==> config.mk <==
export PLATFORM = sky130hd
export DESIGN_NAME = pt_walker
export DESIGN_NICKNAME = d
export VERILOG_FILES = /design/src/rtl/ptw_pkg.sv /design/src/rtl/ptw_l1_decode.sv /design/src/rtl/ptw_l2_decode.sv /design/src/rtl/pt_walker.sv
export SDC_FILE = /design/constraint.sdc
export NUM_CORES = 1
export LEC_CHECK = 0
export BUFFER_PORTS_ARGS = -buffer_cell sky130_fd_sc_hd__buf_2
export CAP_MARGIN = 0
export CORE_ASPECT_RATIO = 0.5
export CORE_UTILIZATION = 48
export CTS_CLUSTER_SIZE = 10
export DETAILED_ROUTE_END_ITERATION = 6
export HOLD_SLACK_MARGIN = 0.1
export PLACE_DENSITY = 0.77
export SYNTH_ARGS = -nofsm -noshare
export SYNTH_HDL_FRONTEND = slang
export SYNTH_HIERARCHICAL = 1
export SYNTH_SLANG_ARGS = --single-unit
==> constraint.sdc <==
create_clock -name clk -period 2.4 [get_ports clk]
set_clock_uncertainty 0.05 [all_clocks]
set_input_delay 0.24 -clock clk [delete_from_list [all_inputs] [get_ports clk]]
set_output_delay 0.24 -clock clk [all_outputs]
set_load 0.02 [all_outputs]
==> src/rtl/ptw_pkg.sv <==
package ptw_pkg;
  localparam int WORD_W     = 32;
  localparam int SECT_SH    = 20;  // 1 MB
  localparam int LARGE_SH   = 16;  // 64 KB
  localparam int SMALL_SH   = 12;  // 4 KB
  localparam int L2_BASE_SH = 10;
  localparam int ENT_SH     = 2;   // 4-byte descriptors
  localparam int L2_IDX_W   = SECT_SH - SMALL_SH;

  typedef logic [WORD_W-1:0] word_t;
  typedef enum logic [1:0] {K1_FAULT, K1_TABLE, K1_SECT} l1_kind_e;
  typedef enum logic [1:0] {K2_FAULT, K2_LARGE, K2_SMALL} l2_kind_e;

  function automatic word_t low_mask(int sh);
    return (word_t'(1) << sh) - word_t'(1);
  endfunction

  function automatic word_t splice(word_t desc, word_t va, int sh);
    return (desc & ~low_mask(sh)) | (va & low_mask(sh));
  endfunction

  function automatic word_t l1_addr(word_t base, word_t va);
    return base + ((va >> SECT_SH) << ENT_SH);
  endfunction

  function automatic word_t l2_addr(word_t desc, word_t va);
    word_t idx;
    idx = (va >> SMALL_SH) & low_mask(L2_IDX_W);
    return (desc & ~low_mask(L2_BASE_SH)) + (idx << ENT_SH);
  endfunction

  function automatic l1_kind_e l1_kind(word_t desc);
    case (desc[1:0])
      2'b01:   return K1_TABLE;
      2'b10:   return K1_SECT;
      default: return K1_FAULT;
    endcase
  endfunction

  function automatic l2_kind_e l2_kind(word_t desc);
    if (desc[1])      return K2_SMALL;
    else if (desc[0]) return K2_LARGE;
    else              return K2_FAULT;
  endfunction
endpackage

==> src/rtl/ptw_l1_decode.sv <==
module ptw_l1_decode
  import ptw_pkg::*;
(
  input  word_t    desc,
  input  word_t    va,
  output l1_kind_e kind,
  output word_t    sect_pa,
  output word_t    next_addr
);
  assign kind      = l1_kind(desc);
  assign sect_pa   = splice(desc, va, SECT_SH);
  assign next_addr = l2_addr(desc, va);
endmodule

==> src/rtl/ptw_l2_decode.sv <==
module ptw_l2_decode
  import ptw_pkg::*;
(
  input  word_t    desc,
  input  word_t    va,
  output l2_kind_e kind,
  output word_t    pa
);
  assign kind = l2_kind(desc);
  assign pa   = (kind == K2_LARGE) ? splice(desc, va, LARGE_SH)
                                   : splice(desc, va, SMALL_SH);
endmodule

==> src/rtl/pt_walker.sv <==
module pt_walker
  import ptw_pkg::*;
(
  input  logic        clk,
  input  logic        rst_n,
  input  logic        req_valid,
  input  logic [31:0] req_vaddr,
  input  logic        req_write,
  input  logic [31:0] ptbase,
  output logic        busy,
  output logic        mem_rd_valid,
  output logic [31:0] mem_rd_addr,
  input  logic        mem_rsp_valid,
  input  logic [31:0] mem_rsp_data,
  output logic        done,
  output logic        done_fault,
  output logic [31:0] done_paddr,
  output logic [31:0] fault_vaddr,
  output logic        fault_write
);
  typedef enum logic [2:0] {S_IDLE, S_L1_REQ, S_L1_WAIT, S_L2_REQ, S_L2_WAIT, S_FIN} state_e;

  state_e   state;
  word_t    va_q, base_q, l2a_q, pa_q;
  logic     wr_q, fault_q;

  l1_kind_e k1;
  l2_kind_e k2;
  word_t    sect_pa, next_addr, page_pa;

  ptw_l1_decode u_l1 (.desc(mem_rsp_data), .va(va_q), .kind(k1),
                      .sect_pa(sect_pa), .next_addr(next_addr));
  ptw_l2_decode u_l2 (.desc(mem_rsp_data), .va(va_q), .kind(k2), .pa(page_pa));

  // named events for the checker
  logic l1_rsp, l2_rsp, l1_rsp_fault, l1_rsp_sect, l2_rsp_fault;
  assign l1_rsp       = (state == S_L1_WAIT) && mem_rsp_valid;
  assign l2_rsp       = (state == S_L2_WAIT) && mem_rsp_valid;
  assign l1_rsp_fault = l1_rsp && (k1 == K1_FAULT);
  assign l1_rsp_sect  = l1_rsp && (k1 == K1_SECT);
  assign l2_rsp_fault = l2_rsp && (k2 == K2_FAULT);

  always_ff @(posedge clk) begin
    if (!rst_n) begin
      state   <= S_IDLE;
      va_q    <= '0;
      base_q  <= '0;
      l2a_q   <= '0;
      pa_q    <= '0;
      wr_q    <= 1'b0;
      fault_q <= 1'b0;
    end else begin
      case (state)
        S_IDLE: if (req_valid) begin
          va_q    <= req_vaddr;
          wr_q    <= req_write;
          base_q  <= ptbase;
          fault_q <= 1'b0;
          pa_q    <= '0;
          state   <= S_L1_REQ;
        end
        S_L1_REQ: state <= S_L1_WAIT;
        S_L1_WAIT: if (mem_rsp_valid) begin
          case (k1)
            K1_SECT:  begin pa_q <= sect_pa; state <= S_FIN; end
            K1_TABLE: begin l2a_q <= next_addr; state <= S_L2_REQ; end
            default:  begin fault_q <= 1'b1; state <= S_FIN; end
          endcase
        end
        S_L2_REQ: state <= S_L2_WAIT;
        S_L2_WAIT: if (mem_rsp_valid) begin
          if (k2 == K2_FAULT) fault_q <= 1'b1;
          else                pa_q    <= page_pa;
          state <= S_FIN;
        end
        default: state <= S_IDLE;
      endcase
    end
  end

  assign busy         = (state != S_IDLE);
  assign done         = (state == S_FIN);
  assign mem_rd_valid = (state == S_L1_REQ) || (state == S_L2_REQ);
  assign mem_rd_addr  = (state == S_L2_REQ) ? l2a_q : l1_addr(base_q, va_q);
  assign done_fault   = fault_q;
  assign done_paddr   = pa_q;
  assign fault_vaddr  = va_q;
  assign fault_write  = wr_q;
endmodule

[Word level (Yosys, flattened, before mapping)]
Cells that the tools add are included.
Storage, ports and cells
  register bits: 133
  output and inout bits: 101
  input port bits: 101
Operators by class
  eq/ne operators: 17
  mux-type cells: 22
  add/subtract/negate cells: 2
  bitwise gates (word level): 3
  reductions and logical operators: 11
Operators by type and width (number)
  32-bit two-way mux: 7
  32-bit case mux with 3 select lines: 1
  32-bit by 10-bit adder with 32-bit output: 1
  32-bit by 14-bit adder with 32-bit output: 1
  32-bit by 12-bit OR with 32-bit output: 1
  32-bit by 16-bit OR with 32-bit output: 1
  32-bit by 20-bit OR with 32-bit output: 1
  3-bit case mux with 5 select lines: 1
  3-bit two-way mux: 4
  6-bit AND reduction: 2
  2-bit inequality test, second input constant: 5
  2-bit by 1-bit equality test with 1-bit output, second input constant: 3
  3-bit by 2-bit equality test with 1-bit output, second input constant: 2
  3-bit equality test, second input constant: 2
  1-bit two-way mux: 6
  3-bit AND reduction: 2
  3-bit nonzero test: 2
  2-bit equality test, second input constant: 2
  2-bit by 1-bit inequality test with 1-bit output, second input constant: 2
  2-bit case mux with 2 select lines: 1
  3-bit by 1-bit equality test with 1-bit output, second input constant: 1
  3-bit logical NOT: 1
  1-bit case mux with 3 select lines: 1
  2-bit logical NOT: 1
  4 further kinds: 4

[Depth between registers and ports, before layout]
Gate-level depths: netlist of run 1.
  depth in word-level cells: 7
  depth in mapped cells: 8
  gate-level depth less buffers: 8

[Cells and area by module]
Netlist of run 1, hierarchy kept.
Modules (own cells, without submodules)
  pt_walker: area an instance 6498.7 µm², instances 1, cells an instance 807
  ptw_l1_decode: area an instance 499.2 µm², instances 1, cells an instance 67
  ptw_l2_decode: area an instance 302.8 µm², instances 1, cells an instance 35

[Least setup slack after synthesis of run 1]
Ideal clock, no wire load.
  path type: register to output
  from: register va_q[20], in the netlist fault_vaddr[20]
  to: output port mem_rd_addr[30]
  slack: -0.516 ns
  stages on the path, launching flop included: 9
  arrival: 2.626 ns
  path buffers: 0
  cell sequence: dfxtp_1 > ha_1 > fa_1 > a21o_1 > a311o_1 > a211oi_1 > nor3_1 > xnor2_1 > o21ai_0
Between the ends
  longest elaborated chain between the ends: 2
RTL lines
  start: declaration: RTL line pt_walker.sv:24  | word_t va_q, base_q, l2a_q, pa_q;
  start signal: assignment: RTL line pt_walker.sv:55  | va_q <= req_vaddr;
  32-bit by 14-bit adder with 32-bit output: RTL line ptw_pkg.sv:23  | return base + ((va >> SECT_SH) << ENT_SH);
  32-bit two-way mux: RTL line pt_walker.sv:84  | assign mem_rd_addr = (state == S_L2_REQ) ? l2a_q : l1_addr(base_q, va_q);
  end: declaration: RTL line pt_walker.sv:12  | output logic [31:0] mem_rd_addr,
No other way between the ends.

[Worst setup path in the final report of run 1]
Same ends and word-level chain as after synthesis.

==> out/qor.log, run 1 <==
INFO  clock_network  clkSlewWorstSetupHoldPaths=0.06ns
INFO  status         outcome=finished, violations left
INFO  power          power_switching_share=30.6%
INFO  floorplan      die_area=15700squm
INFO  setup_path     critical_path.startpoint_type=register
INFO  cells_and_area final_cell_count_no_fill=1323
INFO  detailed_routing avgViaCountPerCell=5.32
INFO  power          power_per_cell_area=664nW/um^2
INFO  power          power.combinational.fraction=23.3%
INFO  power          internal-power=4.64mW
INFO  placement      gp_congestion=0.863
INFO  setup_path     crit_path_cell_trace=ha_4 -> fa_2 -> a21o_1 -> a311o_1 -> a211oi_4 -> nor3_1 -> xnor2_1 -> o21ai_2 -> buf_2
INFO  setup_path     timing.critical_path.fanout_max=4
INFO  logic_synthesis total_standard_cell_area_after_synthesis=7300squm
INFO  logic_synthesis yosys.area.top_type_share=36.5%
INFO  detailed_routing drt-pass1-iter-count=5
INFO  logic_synthesis ys_ff_latch=133
INFO  floorplan      initial_core_util=49.8%
INFO  logic_synthesis synth_top_cell_by_area=sky130_fd_sc_hd__dfxtp_1
INFO  sta            final-hold-violation-count=0
INFO  logic_synthesis synth_enable_flop_cells=0
INFO  detailed_routing antenna_left=0
INFO  logic_synthesis synth_top_flop_cell=sky130_fd_sc_hd__dfxtp_1
INFO  global_routing antenna_found_initial=1
INFO  status         violations=setup timing
INFO  logic_synthesis synthesis.instances=909
INFO  global_routing globalRouteTotalUtil=28.3%
INFO  placement      dpl.hpwl=13900um
INFO  floorplan      die_w=176um
INFO  logic_synthesis yosys_cell_types=53
INFO  detailed_routing finalWirelength=22600um
INFO  setup_path     worst-endpoint-arrival=2.73ns
INFO  sta            final_worst_path_period_share=126%
INFO  clock_network  tritoncts_num_sinks=133
INFO  sta            period_minus_slack=3.02ns
INFO  sta            timing.hold.ws=0.254ns
INFO  global_routing grt_max_degree=65
INFO  setup_path     timing.critical_path.to_type=primary output
INFO  sta            setup_violations=26
INFO  setup_path     critical_path.top_delay_family=compound AO/OA/AOI/OAI gates
INFO  power          share_seq_of_total_power=37.7%
INFO  floorplan      boundaryPins=202
INFO  cells_and_area fin_nets=1227
INFO  power          power.leakage=4.55nW
INFO  sta            timing.final.max_slew_violations=0
INFO  sta            fmax=0.331GHz
INFO  clock_network  cts-root-to-sink-buffers=2
INFO  cells_and_area fin_util=68.7%
INFO  sta            fin_ws=-0.618ns
INFO  setup_path     crit_buf_inv=1
INFO  power          highest_ir_drop_seen_on_vdd=0.600mV
INFO  logic_synthesis synthesis.area_per_instance=8.03squm
INFO  clock_network  h_tree_depth=4
INFO  logic_synthesis yosys_warnings=6
INFO  placement      numPlacedInstances=1189
INFO  sta            worst_slew_margin_rel=62.4%
INFO  detailed_routing wl_per_cell=17.1um
INFO  power          p_clk_share=39.1%
INFO  sta            timing.setup.tns=-13.09ns
INFO  sta            rsz0062_at_grt=yes
INFO  setup_path     timing.critical_path.required=2.11ns
INFO  setup_path     longest_individual_stage_delay_on_the_worst_path=0.35ns
INFO  job            drv.max_cap_violation_count=0
INFO  setup_path     cp_slowest_cell=sky130_fd_sc_hd__fa_2
INFO  global_routing number_of_global_route_vias_before_repair=6763
INFO  floorplan      coreArea=14700squm
INFO  logic_synthesis synthArstFlopShare=0%
INFO  detailed_routing route.vias.total=7038
INFO  logic_synthesis post_synth_main_area_contributors=sky130_fd_sc_hd__dfxtp_1 36%, sky130_fd_sc_hd__nand2_1 14%, sky130_fd_sc_hd__a21boi_0 10%, sky130_fd_sc_hd__buf_4 9.6%, sky130_fd_sc_hd__o211a_1 4.5%
INFO  detailed_routing drt_first_iter_violations=584
INFO  floorplan      rows=31
INFO  setup_path     setup.worst_path.class=register to primary output
INFO  cells_and_area synthToLayoutAreaGrowth=38.0%
INFO  clock_network  cts.root.buffer_cell=sky130_fd_sc_hd__clkbuf_16
INFO  logic_synthesis synth_seq_area_share=36.5%
INFO  clock_network  tritoncts.num_buffers=17
INFO  placement      io_buffers=193
INFO  hold_path      min_path_type=primary input to register
INFO  clock_network  clk_latency=0.42ns
INFO  floorplan      die_height=89.2um
INFO  power          switching_power_of_the_nets=2.04mW
INFO  global_routing grt.overflow.total=0
INFO  detailed_routing route.detailed.drc=0
INFO  clock_network  cts_tree=done
INFO  sta            tightestPinTransition=0.564ns
INFO  global_routing first_pass_grt_wire_length=34200um
INFO  cells_and_area drive_above_1_share=32.7%
[power by group through the flow]
stage / clock, mW / sequential [mW] / combinational [mW]
finish: 2.61 / 2.52 / 1.56
floorplan: 0 / 2.66 / 0.800
CTS: 2.64 / 2.51 / 1.48
global route: 2.74 / 2.54 / 1.67
global placement: 0 / 2.54 / 1.26
detailed placement: 0 / 2.55 / 1.28
[placed cells by master, fill, tap and decap left out, types with 4 or more instances in the layout]
master	n
sky130_fd_sc_hd__nor2_1	14
sky130_fd_sc_hd__xor2_1	6
sky130_fd_sc_hd__a22oi_1	32
sky130_fd_sc_hd__o21ai_0	4
sky130_fd_sc_hd__a21boi_2	4
sky130_fd_sc_hd__xnor2_2	4
sky130_fd_sc_hd__a21boi_0	97
sky130_fd_sc_hd__a21oi_1	7
sky130_fd_sc_hd__inv_1	9
sky130_fd_sc_hd__ha_4	8
sky130_fd_sc_hd__dfxtp_2	4
sky130_fd_sc_hd__mux2_4	4
sky130_fd_sc_hd__a21o_1	4
sky130_fd_sc_hd__dfxtp_1	126
sky130_fd_sc_hd__ha_1	6
sky130_fd_sc_hd__buf_12	5
sky130_fd_sc_hd__a21oi_2	15
sky130_fd_sc_hd__clkbuf_16	17
sky130_fd_sc_hd__buf_4	56
sky130_fd_sc_hd__o21ai_1	8
sky130_fd_sc_hd__xnor2_1	17
sky130_fd_sc_hd__buf_2	166
sky130_fd_sc_hd__nand2_1	267
sky130_fd_sc_hd__buf_6	20
sky130_fd_sc_hd__o211a_1	33
sky130_fd_sc_hd__dlygate4sd3_1	87
sky130_fd_sc_hd__o21ai_2	13
sky130_fd_sc_hd__and3_1	6
[kinds of logic after synthesis]
family,synth area share (%)
AOI/OAI and AO/OA,24.3
adders and majority gates,2.67
DFF,36.5
xor gates and xnor gates,3.24
muxes,1.10
other,0.0514
buffers and inverters,13.5
and+or+nand+nor,18.7
[cell usage after synthesis, drive strengths merged, types with 3 or more instances]
cell	number
buf	113
dfxtp	133
and2	4
o211a	33
nor2	19
nand2	269
xor2	6
nand3	3
a22oi	32
mux2	4
nor3b	3
nor2b	4
a21oi	22
inv	10
a211oi	4
xnor2	21
nand4	3
clkbuf	39
o21a	3
a21o	5
ha	14
and3	7
nor3	9
o21ai	25
o31ai	3
a21boi	101
[metal layers]
layer / GRT usage (%) / wire, um / up-vias
li1: - / - / 3372
met1: 33.6 / 9630 / 3338
met2: 49.0 / 10700 / 281
met3: 8.33 / 1820 / 47
met4: 11.1 / 515 / 0
met5: 0 / 0 / -
[worst reg2reg max path, delay by kind of cell, from the launching register on]
family                 cells  cell delay, ns
DFF                        1            0.54
AOI/OAI and AO/OA          1            0.19
buffers and inverters      3            0.68
and+or+nand+nor            3            0.58
[through the flow]
| stage | worst slack, ns | instance area [sq um] | power, mW |
|---|---|---|---|
| 2_1_floorplan | 0.00163 | 7390 | 3.46 |
| 3_3_place_gp | -0.129 | 8040 | 3.80 |
| 3_5_place_dp | -0.153 | 8040 | 3.83 |
| 4_1_cts | -0.576 | 9850 | 6.63 |
| 5_1_grt | -0.725 | 10100 | 6.95 |
| 6_report | -0.618 | 10100 | 6.69 |
[area by class of cell]
cell class	count	area (sq um)
diodes	1	2.50
clock buffers	21	460
clock inverters	11	125
fillers	1071	4580
inverters	10	37.5
multi-input cells	615	4080
flip-flops and latches	133	2680
well taps	198	248
repair buffers	334	2450
[repair_timing]
item                                   4_1_cts  5_1_grt
resized for setup                           73       43
pin swaps                                   32       33
hold buffers                                87        0
endpoints found under the hold margin       87        0
setup endpoints to repair                   27       27
cloned                                       1        0
setup buffers                                8        7
[registers in the layout, indices dropped and copies added (netlist names)]
register / count
base_q: 32
done_fault: 1
done_paddr: 32
fault_vaddr: 32
fault_write: 1
l2a_q: 32
state: 3
[final timing paths]
kind	start	to	slack (ns)	cells after the start
hold / removal	mem_rsp_valid	state[1]	0.25	4
hold reg to reg	l2a_q[0]	l2a_q[0]	0.41	2
setup / recovery	fault_vaddr[20]	mem_rd_addr[30]	-0.62	9
setup reg to reg	state[1]	l2a_q[4]	0.29	7
No activity file was read; power rests on OpenSTA's default activity.
==> run 2: changes to the inputs <==
--- a/config.mk
+++ b/config.mk
@@ -8,10 +8,12 @@
 export BUFFER_PORTS_ARGS = -buffer_cell sky130_fd_sc_hd__buf_2
 export CAP_MARGIN = 0
 export CORE_ASPECT_RATIO = 0.5
+export CORE_MARGIN = 5
 export CORE_UTILIZATION = 48
 export CTS_CLUSTER_SIZE = 10
 export DETAILED_ROUTE_END_ITERATION = 6
 export HOLD_SLACK_MARGIN = 0.1
+export MAX_ROUTING_LAYER = met4
 export PLACE_DENSITY = 0.77
 export SYNTH_ARGS = -nofsm -noshare
 export SYNTH_HDL_FRONTEND = slang
==> run 2 against run 1 <==
The flow still finishes with violations (setup timing). Die area grew 14%. Combinational power barely moved. Via count increased by 0.90%. Sequential power about the same. Cell area up 0.67%. Worst hold slack lost 0.040 ns. Critical path type unchanged.
==> out/qor.log, run 2 (same netlist as run 1, synthesis figures left out) <==
INFO  power          highest_ir_drop_seen_on_vdd=0.582mV
INFO  placement      dpl.hpwl=14900um
INFO  job            drv.max_cap_violation_count=0
INFO  global_routing grt.overflow.total=0
INFO  setup_path     worst-endpoint-arrival=2.69ns
INFO  global_routing antenna_found_initial=1
INFO  sta            timing.setup.tns=-10.77ns
INFO  placement      gp_congestion=0.898
INFO  power          internal-power=4.69mW
INFO  detailed_routing wl_per_cell=17.6um
INFO  status         outcome=finished, violations left
INFO  placement      io_buffers=193
INFO  setup_path     worst_r2r_path_depth=7
INFO  setup_path     critical_path.startpoint_type=register
INFO  clock_network  cts_tree=done
INFO  sta            setup_violations=25
INFO  setup_path     timing.critical_path.fanout_max=3
INFO  cells_and_area fill_cells=1041
INFO  setup_path     startpoint=fault_vaddr[20]
INFO  power          power_switching_share=30.5%
INFO  floorplan      rows=31
INFO  clock_network  clk_latency=0.42ns
INFO  detailed_routing met3_wirelength=1890um
INFO  detailed_routing avgViaCountPerCell=5.34
INFO  setup_path     setup.worst_path.class=register to primary output
INFO  setup_path     timing.critical_path.required=2.11ns
INFO  floorplan      die_height=97.2um
INFO  global_routing grt_max_degree=55
INFO  detailed_routing drt-pass1-iter-count=5
INFO  setup_path     regToRegEndpoint=done_paddr[3]
INFO  hold_path      min_path_type=primary input to register
INFO  sta            fin_ws=-0.576ns
INFO  power          switching_power_of_the_nets=2.06mW
INFO  cells_and_area multi_input_area=4090squm
INFO  clock_network  clkSlewWorstSetupHoldPaths=0.06ns
INFO  global_routing globalRouteTotalUtil=26.2%
INFO  cells_and_area synthToLayoutAreaGrowth=39.0%
INFO  cells_and_area seq_cell_area=2680squm
INFO  setup_path     setup.reg_to_reg.worst_slack=0.33ns
INFO  detailed_routing drt_first_iter_violations=496
INFO  detailed_routing route.vias.total=7101
INFO  power          power.leakage=4.58nW
INFO  detailed_routing wirelength_met1=9560um
INFO  detailed_routing route.detailed.drc=0
INFO  clock_network  tritoncts_num_sinks=133
INFO  floorplan      boundaryPins=202
INFO  detailed_routing finalWirelength=23400um
INFO  setup_path     critPathCapture=mem_rd_addr[14]
INFO  clock_network  h_tree_depth=4
INFO  clock_network  tritoncts.num_buffers=17
INFO  detailed_routing maxUsedRoutingLayer=met4
INFO  clock_network  cts.root.buffer_cell=sky130_fd_sc_hd__clkbuf_16
INFO  power          share_seq_of_total_power=37.3%
INFO  floorplan      initial_core_util=49.7%
INFO  cells_and_area fin_nets=1235
INFO  detailed_routing antenna_left=0
INFO  floorplan      die_w=184um
INFO  sta            rsz0062_at_grt=yes
INFO  cells_and_area most-common-layout-cells=267 x sky130_fd_sc_hd__nand2_1, 167 x sky130_fd_sc_hd__buf_2, 126 x sky130_fd_sc_hd__dfxtp_1, 97 x sky130_fd_sc_hd__a21boi_0, 87 x sky130_fd_sc_hd__dlygate4sd3_1
INFO  clock_network  cts-root-to-sink-buffers=2
INFO  power          power_per_cell_area=666nW/um^2
INFO  sta            final-hold-violation-count=0
INFO  status         violations=setup timing
INFO  floorplan      die_area=17900squm
INFO  setup_path     crit-reg2reg-launch=state[1]
INFO  power          p_clk_share=39.4%
INFO  sta            period_minus_slack=2.98ns
INFO  cells_and_area final_common_cell=sky130_fd_sc_hd__nand2_1
INFO  sta            fmax=0.336GHz
INFO  global_routing first_pass_grt_wire_length=36900um
INFO  power          power.combinational.fraction=23.4%
INFO  placement      pre_cts_slack=-0.142ns
INFO  global_routing number_of_global_route_vias_before_repair=7339
INFO  cells_and_area drive_above_1_share=33.0%
INFO  detailed_routing wl_met2=11200um
INFO  setup_path     timing.critical_path.to_type=primary output
INFO  sta            timing.final.max_slew_violations=0
INFO  floorplan      coreArea=14700squm
INFO  sta            final_worst_path_period_share=124%
[run 2: changes by cell type in the layout (fill, tap and decap cells not counted), moves of 2 or more]
cell / previous run / this run
sky130_fd_sc_hd__buf_4: 56 / 63
sky130_fd_sc_hd__a21oi_2: 15 / 11
sky130_fd_sc_hd__a21oi_4: 0 / 3
sky130_fd_sc_hd__clkinvlp_4: 2 / 5
sky130_fd_sc_hd__clkbuf_8: 2 / 0
sky130_fd_sc_hd__inv_6: 2 / 0
sky130_fd_sc_hd__nor2_1: 14 / 16
sky130_fd_sc_hd__nor3_1: 3 / 5
sky130_fd_sc_hd__nor3_2: 3 / 1
[run 2: final cells by class]
| class | instances | area share, % |
|---|---|---|
| multi-input combinational | 615 | 40.3 |
| clock inverter | 13 | 1.58 |
| timing repair buffer | 342 | 24.6 |
| inverter | 10 | 0.370 |
| clock buffer | 18 | 4.23 |
| tap | 198 | 2.44 |
| sequential | 133 | 26.4 |
| antenna | 1 | 0.0247 |
[run 2: critical path, stage by stage (launching register included)]
cell and delay [ns]:
sky130_fd_sc_hd__dfxtp_2 0.33, sky130_fd_sc_hd__ha_4 0.16, sky130_fd_sc_hd__fa_2 0.34, sky130_fd_sc_hd__a21o_1 0.21, sky130_fd_sc_hd__a311o_1 0.33, sky130_fd_sc_hd__a211oi_4 0.33, sky130_fd_sc_hd__nor2_1 0.10, sky130_fd_sc_hd__xnor2_1 0.15
sky130_fd_sc_hd__a21oi_2 0.16, sky130_fd_sc_hd__buf_6 0.14
[run 2: per-stage QoR]
stage	hold slack (ns)	std cells	utilization (%)	area (sq um)	power, mW
finish	0.214	1330	69.0	10100	6.76
global route	0.224	1330	69.0	10100	7.01
CTS	0.202	1321	67.9	9990	6.70
detailed placement	0.407	1198	55.1	8090	3.85
global placement	0.399	1198	55.1	8090	3.83
floorplan	0.327	910	-	7390	3.46
[run 2: how the worst min path moves through the flow]
stage / startpoint / to / slack, ns / cells after the start
2_1_floorplan: req_vaddr[20] / fault_vaddr[20] / 0.33 / 2
3_3_place_gp: fault_write / fault_write / 0.40 / 2
3_5_place_dp: l2a_q[12] / l2a_q[12] / 0.41 / 2
4_1_cts: mem_rsp_valid / state[1] / 0.20 / 4
5_1_grt: rst_n / done_paddr[6] / 0.22 / 2
6_report: mem_rsp_valid / state[1] / 0.21 / 4
[run 2: metal layers]
| metal | vias to the layer above | global-route usage (%) |
|---|---|---|
| li1 | 3391 | - |
| met1 | 3326 | 31.5 |
| met2 | 319 | 42.9 |
| met3 | 65 | 6.13 |
| met4 | 0 | 10.2 |
| met5 | - | - |
[run 2: power by group through the flow]
stage | clock network, mW | logic (mW) | registers (mW)
final | 2.66 | 1.58 | 2.52
after global routing | 2.77 | 1.71 | 2.54
after CTS | 2.67 | 1.52 | 2.51
after detailed placement | 0 | 1.31 | 2.55
after global placement | 0 | 1.29 | 2.54
after floorplan | 0 | 0.800 | 2.66
[run 2: timing repair]
action	CTS	global route
setup endpoints to repair	26	28
buffers inserted	6	8
hold buffers	87	0
gates resized for setup	95	19
pin swaps	52	23
endpoints found under the hold margin	87	0
==> run 3: changes to the inputs <==
--- a/config.mk
+++ b/config.mk
@@ -5,16 +5,16 @@
 export SDC_FILE = /design/constraint.sdc
 export NUM_CORES = 1
 export LEC_CHECK = 0
+export ABC_AREA = 1
 export BUFFER_PORTS_ARGS = -buffer_cell sky130_fd_sc_hd__buf_2
 export CAP_MARGIN = 0
-export CORE_ASPECT_RATIO = 0.5
 export CORE_MARGIN = 5
-export CORE_UTILIZATION = 48
+export CORE_UTILIZATION = 49
 export CTS_CLUSTER_SIZE = 10
 export DETAILED_ROUTE_END_ITERATION = 6
 export HOLD_SLACK_MARGIN = 0.1
 export MAX_ROUTING_LAYER = met4
-export PLACE_DENSITY = 0.77
+export PLACE_DENSITY = 0.78
 export SYNTH_ARGS = -nofsm -noshare
 export SYNTH_HDL_FRONTEND = slang
 export SYNTH_HIERARCHICAL = 1
==> run 3 against run 2 <==
The flow still finishes with violations (setup timing). Clock power fell by 3%. Setup slack improved by 0.42 ns. Combinational power rose to 2.9 times the previous value. Sequential share of layout area fell by 0.56 points. Global-route usage fell by 0.24 points. Synthesized area rose by 5.9%. Cell count rose by 22%. Synthesized cell count rose by 35%. Wire length rose by 2.1%. First-iteration DRC count rose by 17%. Via count rose by 16%. Largest cell class unchanged. Highest routed layer unchanged.
==> out/qor.log, run 3 <==
INFO  sta            worst_slew_margin_rel=63.6%
INFO  logic_synthesis synth_seq_area_share=34.4%
INFO  global_routing grt.overflow.total=0
INFO  logic_synthesis synth_top_cell_by_area=sky130_fd_sc_hd__dfxtp_1
INFO  power          highest_ir_drop_seen_on_vdd=0.736mV
INFO  sta            final_worst_path_period_share=106%
INFO  global_routing globalRouteTotalUtil=26.0%
INFO  floorplan      die_area=18400squm
INFO  cells_and_area fill_cells=1377
INFO  sta            timing.final.max_slew_violations=0
INFO  clock_network  cts-root-to-sink-buffers=2
INFO  global_routing number_of_global_route_vias_before_repair=7655
INFO  sta            final-hold-violation-count=0
INFO  detailed_routing wl_met2=11600um
INFO  cells_and_area seq_cell_area=2690squm
INFO  sta            timing.setup.tns=-1.64ns
INFO  setup_path     longest_individual_stage_delay_on_the_worst_path=0.42ns
INFO  hold_path      min_path_type=primary input to register
INFO  sta            fin_ws=-0.155ns
INFO  logic_synthesis yosys_warnings=6
INFO  logic_synthesis total_standard_cell_area_after_synthesis=7730squm
INFO  clock_network  tritoncts_num_sinks=133
INFO  detailed_routing route.detailed.drc=0
INFO  clock_network  tritoncts.num_buffers=17
INFO  clock_network  clk_latency=0.42ns
INFO  detailed_routing finalWirelength=23900um
INFO  setup_path     critical_path.startpoint_type=register
INFO  setup_path     timing.critical_path.to_type=primary output
INFO  logic_synthesis synth_top_flop_cell=sky130_fd_sc_hd__dfxtp_1
INFO  logic_synthesis synth.most_common_cell=sky130_fd_sc_hd__nand2_1
INFO  cells_and_area synthToLayoutAreaGrowth=34.7%
INFO  setup_path     setup.worst_path.class=register to primary output
INFO  logic_synthesis ys_ff_latch=133
INFO  logic_synthesis synthesis.instances=1225
INFO  detailed_routing wl_per_cell=14.7um
INFO  clock_network  cts_tree=done
INFO  floorplan      rows=46
INFO  sta            rsz0062_at_grt=yes
INFO  cells_and_area multi_input_area=4380squm
INFO  floorplan      boundaryPins=202
INFO  clock_network  clkSlewWorstSetupHoldPaths=0.06ns
INFO  detailed_routing antenna_left=0
INFO  cells_and_area final_area=10400squm
INFO  floorplan      coreArea=15700squm
INFO  placement      dpl.hpwl=16000um
INFO  detailed_routing avgViaCountPerCell=5.05
INFO  setup_path     crit_path_cell_trace=ha_4 -> fa_2 -> nand3_2 -> nand3_4 -> nand2_2 -> nand2_4 -> or2_2 -> nand3_1 -> nand2_2 -> buf_6
INFO  logic_synthesis synth_enable_flop_cells=0
INFO  setup_path     startpoint=fault_vaddr[20]
INFO  floorplan      die_height=136um
INFO  global_routing antenna_found_initial=0
INFO  placement      gp_congestion=0.912
INFO  job            drv.max_cap_violation_count=0
INFO  hold_path      start_point_of_the_worst_min_delay_path=ptbase[18]
INFO  status         outcome=finished, violations left
INFO  floorplan      initial_core_util=49.4%
INFO  logic_synthesis yosys_cell_types=33
INFO  status         violations=setup timing
INFO  global_routing grt_max_degree=87
INFO  detailed_routing drt-pass1-iter-count=5
INFO  clock_network  h_tree_depth=4
INFO  clock_network  cts.root.buffer_cell=sky130_fd_sc_hd__clkbuf_16
INFO  global_routing first_pass_grt_wire_length=37400um
INFO  placement      io_buffers=193
INFO  placement      placement.cell_area=8250squm
INFO  cells_and_area most-common-layout-cells=378 x sky130_fd_sc_hd__nand2_1, 168 x sky130_fd_sc_hd__buf_2, 156 x sky130_fd_sc_hd__nor2_1, 116 x sky130_fd_sc_hd__dfxtp_1, 83 x sky130_fd_sc_hd__dlygate4sd3_1
INFO  logic_synthesis post_synth_main_area_contributors=sky130_fd_sc_hd__dfxtp_1 34%, sky130_fd_sc_hd__nand2_1 20%, sky130_fd_sc_hd__buf_4 9.3%, sky130_fd_sc_hd__nor2_1 8.1%, sky130_fd_sc_hd__a21oi_1 4.9%
INFO  detailed_routing met3_wirelength=1530um
INFO  sta            fmax=0.391GHz
INFO  setup_path     worst-endpoint-arrival=2.26ns
INFO  sta            tightestPinTransition=0.545ns
INFO  setup_path     cp_slowest_cell=sky130_fd_sc_hd__fa_2
INFO  sta            period_minus_slack=2.55ns
INFO  detailed_routing route.vias.total=8229
INFO  setup_path     timing.critical_path.fanout_max=4
INFO  cells_and_area final_common_cell=sky130_fd_sc_hd__nand2_1
INFO  detailed_routing wirelength_met1=10300um
INFO  cells_and_area drive_above_1_share=26.6%
INFO  setup_path     crit-reg2reg-launch=state[1]
INFO  detailed_routing drt_first_iter_violations=582
INFO  setup_path     critical_path.most_common_cell=sky130_fd_sc_hd__nand2_2
INFO  sta            setup_violations=19
INFO  detailed_routing maxUsedRoutingLayer=met4
INFO  logic_synthesis synthArstFlopShare=0%
INFO  power          power_per_cell_area=998nW/um^2
INFO  setup_path     timing.critical_path.required=2.11ns
INFO  logic_synthesis synthesis.area_per_instance=6.31squm
INFO  cells_and_area fin_nets=1516
INFO  floorplan      die_w=136um
INFO  cells_and_area n_antenna_cell=0
INFO  logic_synthesis yosys.area.top_type_share=34.4%
INFO  power          power.leakage=5.16nW
INFO  logic_synthesis leading_post_synthesis_cells_by_instance_count=416 x sky130_fd_sc_hd__nand2_1, 166 x sky130_fd_sc_hd__nor2_1, 133 x sky130_fd_sc_hd__dfxtp_1, 96 x sky130_fd_sc_hd__buf_4, 79 x sky130_fd_sc_hd__inv_1
## run 3: changes by cell type in the layout (fill, tap and decap cells not counted), sizes merged, moves of 32 or more
cell	before	now
nand3	3	54
a21oi	22	76
inv	10	83
nor2	19	167
nand3b	0	32
a21boi	101	0
a22oi	32	0
nand2	269	417
o211a	33	0
o21ai	25	66
buf	255	221
## run 3: per-stage QoR
stage                     std cells  util (%)  power (mW)  setup WS, ns  hold WS, ns
final                          1629      66.5        10.4        -0.155        0.129
after global placement         1506      52.7        7.16        0.0622        0.395
after detailed placement       1506      52.7        7.22        0.0645        0.404
after floorplan                1226         -        6.13         0.128        0.335
after CTS                      1625      64.7        10.2        -0.110        0.113
after global routing           1629      66.5        11.1        -0.272        0.141
## run 3: final timing paths
| kind | to | slack [ns] | cells past startpoint |
|---|---|---|---|
| setup reg to reg | done_paddr[28] | 0.36 | 10 |
| setup / recovery | mem_rd_addr[8] | -0.15 | 10 |
| hold / removal | base_q[18] | 0.13 | 3 |
| hold reg to reg | done_paddr[30] | 0.41 | 2 |
## run 3: cell type report
type	instances	area share, %
clock buffer	22	4.75
timing repair buffer	304	20.9
tap	216	2.60
inverter	82	2.96
multi-input combinational	862	42.0
clock inverter	10	0.925
sequential	133	25.8
## run 3: power breakdown
| group | internal, mW | switching [mW] | leakage (nW) | total [mW] |
|---|---|---|---|---|
| combinational | 1.77 | 2.89 | 3.78 | 4.66 |
| sequential | 2.71 | 0.437 | 1.10 | 3.15 |
| clock | 1.57 | 1.01 | 0.281 | 2.58 |
| total | 6.05 | 4.34 | 5.16 | 10.4 |
## run 3: cells by family (layout without fill, tap and decap cells)
group                    Yosys count  in the layout  share of synthesized area (%)
XOR/XNOR                           4              4                          0.453
AO/OA/AOI/OAI                    147            147                           9.68
other                              1              2                         0.0485
adder cells (fa/ha/maj)           15             15                           2.52
AND/OR/NAND/NOR                  694            694                           36.9
buffers and inverters            231            418                           15.9
flip-flops                       133            133                           34.4
## run 3: worst max-delay path, delay by kind of cell (launching register included)
family / cells / cell delay [ns]
AND/OR/NAND/NOR: 7 / 0.80
adder cells (fa/ha/maj): 2 / 0.59
flip-flops: 1 / 0.33
buffers and inverters: 1 / 0.13
## run 3: repair_timing
item | CTS | global route
resized for setup | 109 | 71
endpoints found under the hold margin | 83 | 0
buffers inserted | 4 | 4
hold buffers | 83 | 0
pin swaps | 27 | 27
endpoints found under the setup margin | 25 | 28
## run 3: per-layer routing
layer	up-vias	GRT usage (%)
li1	4106	-
met1	3796	32.8
met2	286	42.7
met3	41	4.23
met4	0	8.29
met5	-	-
